$ cat src/rtl/pcs_pkg.sv
package pcs_pkg;

    localparam logic [11:0] OFS_PC_LO   = 12'h0A0;
    localparam logic [11:0] OFS_CTXID   = 12'h0A4;
    localparam logic [11:0] OFS_VCTX    = 12'h0A8;
    localparam logic [11:0] OFS_PC_HI   = 12'h0AC;
    localparam logic [11:0] OFS_OSLOCK  = 12'h300;
    localparam logic [11:0] OFS_LKSTAT  = 12'h304;
    localparam logic [11:0] OFS_IDENT1  = 12'hFC4;
    localparam logic [11:0] OFS_IDENT0  = 12'hFC8;

    localparam logic [31:0] SAMPLE_REFUSED = 32'hFFFF_FFFF;
    localparam int          VCTX_WIDE_BIT  = 28;

    typedef enum logic [3:0] {
        SEL_PC_LO,
        SEL_CTXID,
        SEL_VCTX,
        SEL_PC_HI,
        SEL_OSLOCK,
        SEL_LKSTAT,
        SEL_IDENT0,
        SEL_IDENT1,
        SEL_NONE
    } reg_sel_e;

    typedef enum logic [1:0] {
        ST_IDLE,
        ST_RD_ACC,
        ST_WR_ACC
    } apb_state_e;

endpackage

$ cat src/rtl/pcs_addr_decode.sv
module pcs_addr_decode
    import pcs_pkg::*;
#(
    parameter int ADDR_W = 12
) (
    input  logic [ADDR_W-1:0] addr,
    output reg_sel_e          sel,
    output logic              hit
);

    localparam int CMP_W = (ADDR_W < 12) ? ADDR_W : 12;

    logic upper_zero;
    logic [11:0] low_ofs;

    generate
        if (ADDR_W > 12) begin : g_wide
            assign upper_zero = (addr[ADDR_W-1:12] == '0);
            assign low_ofs    = addr[11:0];
        end else begin : g_narrow
            assign upper_zero = 1'b1;
            assign low_ofs    = 12'(addr[CMP_W-1:0]);
        end
    endgenerate

    always_comb begin
        sel = SEL_NONE;
        if (upper_zero) begin
            unique case (low_ofs)
                OFS_PC_LO:  sel = SEL_PC_LO;
                OFS_CTXID:  sel = SEL_CTXID;
                OFS_VCTX:   sel = SEL_VCTX;
                OFS_PC_HI:  sel = SEL_PC_HI;
                OFS_OSLOCK: sel = SEL_OSLOCK;
                OFS_LKSTAT: sel = SEL_LKSTAT;
                OFS_IDENT0: sel = SEL_IDENT0;
                OFS_IDENT1: sel = SEL_IDENT1;
                default:    sel = SEL_NONE;
            endcase
        end
    end

    assign hit = (sel != SEL_NONE);

endmodule

$ cat src/rtl/pcs_apb_fsm.sv
module pcs_apb_fsm
    import pcs_pkg::*;
(
    input  logic       clk,
    input  logic       rst_n,
    input  logic       psel,
    input  logic       penable,
    input  logic       pwrite,
    output apb_state_e state,
    output logic       setup_fire,
    output logic       wr_commit,
    output logic       pready
);

    apb_state_e state_d;

    always_comb begin
        state_d = state;
        unique case (state)
            ST_IDLE: begin
                if (psel && !penable)
                    state_d = pwrite ? ST_WR_ACC : ST_RD_ACC;
            end
            ST_RD_ACC: state_d = ST_IDLE;
            ST_WR_ACC: state_d = ST_IDLE;
            default:   state_d = ST_IDLE;
        endcase
    end

    always_ff @(posedge clk or negedge rst_n) begin
        if (!rst_n) state <= ST_IDLE;
        else        state <= state_d;
    end

    always_comb begin
        setup_fire = 1'b0;
        wr_commit  = 1'b0;
        pready     = 1'b0;
        unique case (state)
            ST_IDLE:   setup_fire = psel && !penable;
            ST_RD_ACC: pready = 1'b1;
            ST_WR_ACC: begin
                pready    = 1'b1;
                wr_commit = 1'b1;
            end
            default: ;
        endcase
    end

endmodule

$ cat src/rtl/pcs_sample_bank.sv
module pcs_sample_bank
    import pcs_pkg::*;
#(
    parameter int IMPL_MODE     = 3,
    parameter int OFFSET_POLICY = 0
) (
    input  logic        clk,
    input  logic        rst_n,
    input  logic        capture_req,
    input  logic [63:0] core_pc,
    input  logic [31:0] core_ctxid,
    input  logic [31:0] core_vctx,
    input  logic        core_halted,
    output logic [31:0] pc_lo_view,
    output logic [31:0] snap_ctxid,
    output logic [31:0] snap_vctx,
    output logic [31:0] snap_pchi
);

    logic refuse;
    logic load;

    generate
        if (OFFSET_POLICY == 2) begin : g_narrow_refuse
            assign refuse = core_halted || !core_vctx[VCTX_WIDE_BIT];
        end else begin : g_plain_refuse
            assign refuse = core_halted;
        end
    endgenerate

    assign load       = capture_req && !refuse;
    assign pc_lo_view = refuse ? SAMPLE_REFUSED : core_pc[31:0];

    always_ff @(posedge clk or negedge rst_n) begin
        if (!rst_n)    snap_pchi <= '0;
        else if (load) snap_pchi <= core_pc[63:32];
    end

    generate
        if (IMPL_MODE >= 2) begin : g_ctxid
            logic [31:0] ctxid_q;
            always_ff @(posedge clk or negedge rst_n) begin
                if (!rst_n)    ctxid_q <= '0;
                else if (load) ctxid_q <= core_ctxid;
            end
            assign snap_ctxid = ctxid_q;
        end else begin : g_no_ctxid
            assign snap_ctxid = '0;
        end

        if (IMPL_MODE >= 3) begin : g_vctx
            logic [31:0] vctx_q;
            always_ff @(posedge clk or negedge rst_n) begin
                if (!rst_n)    vctx_q <= '0;
                else if (load) vctx_q <= core_vctx;
            end
            assign snap_vctx = vctx_q;
        end else begin : g_no_vctx
            assign snap_vctx = '0;
        end
    endgenerate

endmodule

$ cat src/rtl/pcs_dbg_slave.sv
module pcs_dbg_slave
    import pcs_pkg::*;
#(
    parameter int ADDR_W        = 12,
    parameter int IMPL_MODE     = 3,
    parameter int OFFSET_POLICY = 0
) (
    input  logic              clk,
    input  logic              rst_n,
    input  logic              psel,
    input  logic              penable,
    input  logic              pwrite,
    input  logic [ADDR_W-1:0] paddr,
    input  logic [31:0]       pwdata,
    output logic [31:0]       prdata,
    output logic              pready,
    output logic              pslverr,
    input  logic [63:0]       core_pc,
    input  logic [31:0]       core_ctxid,
    input  logic [31:0]       core_vctx,
    input  logic              core_halted
);

    localparam logic [31:0] IDENT0_VAL = 32'(IMPL_MODE & 4'hF);
    localparam logic [31:0] IDENT1_VAL = 32'(OFFSET_POLICY & 4'hF);

    apb_state_e  state;
    logic        setup_fire;
    logic        wr_commit;
    reg_sel_e    sel;
    logic        hit;
    logic [31:0] pc_lo_view;
    logic [31:0] snap_ctxid;
    logic [31:0] snap_vctx;
    logic [31:0] snap_pchi;
    logic [31:0] rd_val;
    logic [31:0] prdata_q;
    logic        pslverr_q;
    reg_sel_e    wr_sel_q;
    logic        wr_bit_q;
    logic        os_lock_q;

    pcs_apb_fsm u_fsm (
        .clk        (clk),
        .rst_n      (rst_n),
        .psel       (psel),
        .penable    (penable),
        .pwrite     (pwrite),
        .state      (state),
        .setup_fire (setup_fire),
        .wr_commit  (wr_commit),
        .pready     (pready)
    );

    pcs_addr_decode #(.ADDR_W(ADDR_W)) u_dec (
        .addr (paddr),
        .sel  (sel),
        .hit  (hit)
    );

    pcs_sample_bank #(
        .IMPL_MODE     (IMPL_MODE),
        .OFFSET_POLICY (OFFSET_POLICY)
    ) u_bank (
        .clk         (clk),
        .rst_n       (rst_n),
        .capture_req (setup_fire && !pwrite && (sel == SEL_PC_LO)),
        .core_pc     (core_pc),
        .core_ctxid  (core_ctxid),
        .core_vctx   (core_vctx),
        .core_halted (core_halted),
        .pc_lo_view  (pc_lo_view),
        .snap_ctxid  (snap_ctxid),
        .snap_vctx   (snap_vctx),
        .snap_pchi   (snap_pchi)
    );

    always_comb begin
        rd_val = '0;
        unique case (sel)
            SEL_PC_LO:  rd_val = pc_lo_view;
            SEL_CTXID:  rd_val = snap_ctxid;
            SEL_VCTX:   rd_val = snap_vctx;
            SEL_PC_HI:  rd_val = snap_pchi;
            SEL_OSLOCK: rd_val = '0;
            SEL_LKSTAT: rd_val = {31'd0, os_lock_q};
            SEL_IDENT0: rd_val = IDENT0_VAL;
            SEL_IDENT1: rd_val = IDENT1_VAL;
            default:    rd_val = '0;
        endcase
    end

    always_ff @(posedge clk or negedge rst_n) begin
        if (!rst_n) begin
            prdata_q  <= '0;
            pslverr_q <= 1'b0;
            wr_sel_q  <= SEL_NONE;
            wr_bit_q  <= 1'b0;
        end else if (setup_fire) begin
            prdata_q  <= (!pwrite && hit) ? rd_val : '0;
            pslverr_q <= !hit;
            wr_sel_q  <= pwrite ? sel : SEL_NONE;
            wr_bit_q  <= pwdata[0];
        end else if (state != ST_IDLE) begin
            prdata_q  <= '0;
            pslverr_q <= 1'b0;
            wr_sel_q  <= SEL_NONE;
        end
    end

    always_ff @(posedge clk or negedge rst_n) begin
        if (!rst_n)
            os_lock_q <= 1'b1;
        else if (wr_commit && (wr_sel_q == SEL_OSLOCK))
            os_lock_q <= wr_bit_q;
    end

    assign prdata  = prdata_q;
    assign pslverr = pslverr_q;

endmodule

$ cat config.mk
export PLATFORM = sky130hd
export DESIGN_NAME = pcs_dbg_slave
export DESIGN_NICKNAME = d
export VERILOG_FILES = /design/src/rtl/pcs_pkg.sv /design/src/rtl/pcs_addr_decode.sv /design/src/rtl/pcs_apb_fsm.sv /design/src/rtl/pcs_sample_bank.sv /design/src/rtl/pcs_dbg_slave.sv
export SDC_FILE = /design/constraint.sdc
export NUM_CORES = 1
export LEC_CHECK = 0
export CAP_MARGIN = 20
export CORE_ASPECT_RATIO = 1.1
export CORE_MARGIN = 3
export CORE_UTILIZATION = 45
export DETAILED_ROUTE_END_ITERATION = 10
export GPL_TIMING_DRIVEN = 0
export PLACE_DENSITY = 0.84
export SETUP_SLACK_MARGIN = 0.02
export SLEW_MARGIN = 30
export SYNTH_ARGS = -nofsm -noshare
export SYNTH_HDL_FRONTEND = slang
export SYNTH_HIERARCHICAL = 1
export SYNTH_SLANG_ARGS = --single-unit
export TNS_END_PERCENT = 5
$ cat constraint.sdc
create_clock -name clk -period 3.1 [get_ports clk]
set_clock_uncertainty 0.1 [all_clocks]
set_input_delay 0.31 -clock clk [delete_from_list [all_inputs] [get_ports clk]]
set_output_delay 0.31 -clock clk [all_outputs]
set_load 0.01 [all_outputs]
==> results.py <==
metrics = {
    "sta": {
        "final_hold_viol_count": 0,
        "fin_crit_sh": 0.9555,
        "setup_viol": 0,
        "fin_crit_ns": 2.962,
        "rsz0062_at_grt": "no",
        "worstMarginPinSlew_ns": 0.7121,
        "fmax_mhz": 337.6,
        "slew_viol_final": 0,
        "max_slew_margin": 0.5227,
        "finalSetupTns_ns": 0,
        "timing.final.ws_setup_ns": 0.1380,
    },
    "clock_tree": {
        "clockBufferDepth": 2,
        "cts_tree": "built",
        "clk_pin_slew_ns": 0.05,
        "h-tree-depth": 4,
        "cts_buffers": 17,
        "cts_num_sinks": 137,
        "clk_latency_ns": 0.41,
        "root_buffer": "clkbuf_16",
    },
    "setup_path": {
        "critPathMaxFanout": 10,
        "cp-end-kind": "register",
        "path_class": "primary input to register",
        "cp-start-kind": "primary input",
        "critPathArrivalTime_ns": 3.16,
        "required_ns": 3.29,
    },
    "finish": {
        "multi_input_area_um2": 2893,
        "syn2layout_area_growth_pct": 42.15,
        "n_antenna_cell": 0,
        "final_area_um2": 9284,
        "post_route_cells_drive_above_1_share": 0.2803,
        "seq_area_um2": 3431,
        "nNetsFinal": 910,
        "fillers": 1008,
    },
    "synthesis": {
        "synth_edf_count": 0,
        "synth_adder_area_share": 0.003831,
        "synth_flop_cell": "dfrtp_1",
        "yosys.cell_types.count": 41,
        "syn_avg_cell_area_um2": 12.44,
        "synthXorXnorAreaFrac": 0.001341,
        "synth_area_um2": 6531,
        "netlist_instances": 525,
        "ys_seq_elements": 137,
        "synthMuxAreaShare": 0.2425,
        "yosysSeqAreaShare": 0.5253,
        "synth_top_family_by_area": "multiplexers",
        "async_reset_ff_frac": 1.000,
        "synth_simple_gate_area_frac": 0.1080,
        "syn-num-nets": 705,
        "yosysWarnings": 6,
        "synth-compound-area-share": 0.08065,
    },
    "floorplanning": {
        "pin_count": 212,
        "rows": 45,
        "dieArea_um2": 16000,
        "die_h_um": 132.4,
        "die_w_um": 120.9,
        "initial_core_util": 0.4659,
        "fp.coreArea_um2": 14020,
    },
    "global_routing": {
        "grt_max_degree": 90,
        "overflow": 0,
        "antenna_found_initial": 0,
        "grt_pass1_vias": 5310,
        "grt_pass1_wl_um": 28900,
        "groute.usage.overall": 0.2342,
    },
    "route": {
        "drt-total-wl_um": 18280,
        "antenna_left": 0,
        "vias": 4986,
        "routedWlPerCell_um": 19.65,
        "viasPerCell": 5.361,
        "drt_iter0_drc": 361,
        "drtPass1Iterations": 5,
        "drc": 0,
    },
    "placement": {
        "dp_hpwl_um": 13520,
        "gp_congestion": 0.8664,
        "preCtsSetupSlack_ns": -0.7341,
        "placed_cell_area_um2": 8601,
        "port_buffers": 180,
    },
    "power": {
        "leakage_nw": 3.971,
        "power_per_cell_area_nw_per_um2": 464.6,
        "irDropWorstVdd_mv": 0.3195,
    },
    "hold_path": {
        "min_path_type": "primary input to asynchronous set/reset pin",
    },
    "flow_run": {
        "cap_violations": 0,
    },
    "outcome": {
        "run_status": "finished clean",
    },
}
[worst paths after layout]
path	from	end	slack [ns]	cells after the start
min reg2reg	wr_sel_q[3]$_DFFE_PN1P_	wr_sel_q[3]$_DFFE_PN1P_	0.35	2
max in group asynchronous	rst_n	prdata[18]$_DFFE_PN0P_	1.85	3
max reg2reg	u_fsm/state[0]$_DFFE_PN0P_	u_bank/snap_vctx[23]$_DFFE_PN0P_	0.51	12
max	paddr[5]	u_bank/snap_vctx[23]$_DFFE_PN0P_	0.14	12
min in group clk	wr_sel_q[3]$_DFFE_PN1P_	wr_sel_q[3]$_DFFE_PN1P_	0.35	2
min	rst_n	u_bank/snap_vctx[4]$_DFFE_PN0P_	0.30	2
[through the flow]
step | power [mW] | instances | util | hold WS (ns)
floorplan | 2.063 | 525 | - | -0.08559
global placement | 2.388 | 893 | 0.6112 | 0.3427
detailed placement | 2.411 | 894 | 0.6135 | 0.1380
CTS | 4.341 | 927 | 0.6566 | 0.2954
global route | 4.465 | 930 | 0.6622 | 0.3236
finish | 4.313 | 930 | 0.6622 | 0.2950
[cell usage in the layout (no fill, tap or decap), drive strengths merged, types with 2 or more instances in the layout]
cell type,synthesis,routed
a21oi,2,2
a221oi,30,30
a31oi,3,3
a32o,3,3
and2,2,2
and3,2,2
buf,27,33
bufinv,0,2
clkbuf,9,27
clkdlybuf4s50,0,179
clkinv,0,5
clkinvlp,0,6
dfrtp,135,135
dfstp,2,2
ha,2,2
inv,6,6
mux2,98,98
mux2i,33,33
nand2,39,39
nand2b,3,3
nand3,5,5
nand4,4,4
nor2,35,35
nor2b,2,2
nor3,6,6
o21ai,33,33
o22ai,2,2
or2,32,32
[routing by layer]
| layer | track usage | routed length, um |
|---|---|---|
| met1 | 0.2920 | 7225 |
| met2 | 0.3920 | 9410 |
| met3 | 0.04635 | 989 |
| met4 | 0.1052 | 653 |
| met5 | 0 | 0 |
[cell type report]
| class | count | share of cell area |
|---|---|---|
| sequential | 137 | 0.3695 |
| multi-input combinational | 346 | 0.3116 |
| timing repair buffer | 186 | 0.2019 |
| clock buffer | 18 | 0.04730 |
| buffer | 36 | 0.02790 |
| tap | 188 | 0.02534 |
| clock inverter | 13 | 0.01402 |
| inverter | 6 | 0.002426 |
[where the power goes]
part           internal (mW)  switching (mW)
registers               1.82          0.0212
clock network           1.19           0.742
logic                  0.273           0.270
total                   3.28            1.03
[critical path, cell delays in order]
cell             delay, ns
clkdlybuf4s50_1       0.44
and3b_1               0.32
nand3_1               0.12
a311oi_2              0.63
nor4_4                0.12
buf_6                 0.15
and2_1                0.13
nor2b_2               0.16
buf_6                 0.14
buf_6                 0.15
buf_8                 0.17
mux2_4                0.31
[Yosys cell counts, types with 3 or more instances]
cell type	number	area share
clkbuf_1	9	0.0052
nand2b_1	3	0.0029
nand2_1	39	0.022
dfrtp_1	135	0.52
nor2_1	35	0.020
o21ai_1	32	0.025
a221oi_1	30	0.040
a31oi_1	3	0.0029
buf_2	17	0.013
inv_1	6	0.0034
nor3_1	4	0.0031
mux2_4	40	0.092
or2_2	32	0.031
a32o_1	3	0.0046
mux2i_1	33	0.051
mux2_2	58	0.10
nand4_1	3	0.0029
nand3_1	5	0.0038
buf_6	9	0.016
[kinds of logic after synthesis]
family,Yosys count
xor+xnor,1
compound gates,76
simple gates,136
flops,137
buf+inv,42
fa+ha+maj,2
mux,131
[state kept, by name, summed over array words and instances, names as in the netlist]
| signal | count |
|---|---|
| prdata | 32 |
| u_bank/snap_ctxid | 32 |
| u_bank/snap_pchi | 32 |
| u_bank/snap_vctx | 32 |
| wr_sel_q | 4 |
| u_fsm/state | 2 |
| os_lock_q | 1 |
| pslverr | 1 |
| wr_bit_q | 1 |
[timing repair]
action,4_1_cts,5_1_grt
setup endpoints to repair,96,103
hold buffers,1,0
gates resized for setup,3,15
pin swaps,1,5
endpoints found under the hold margin,48,0
buffers inserted,1,3
Note: power is estimated with default switching activity, not from simulation.
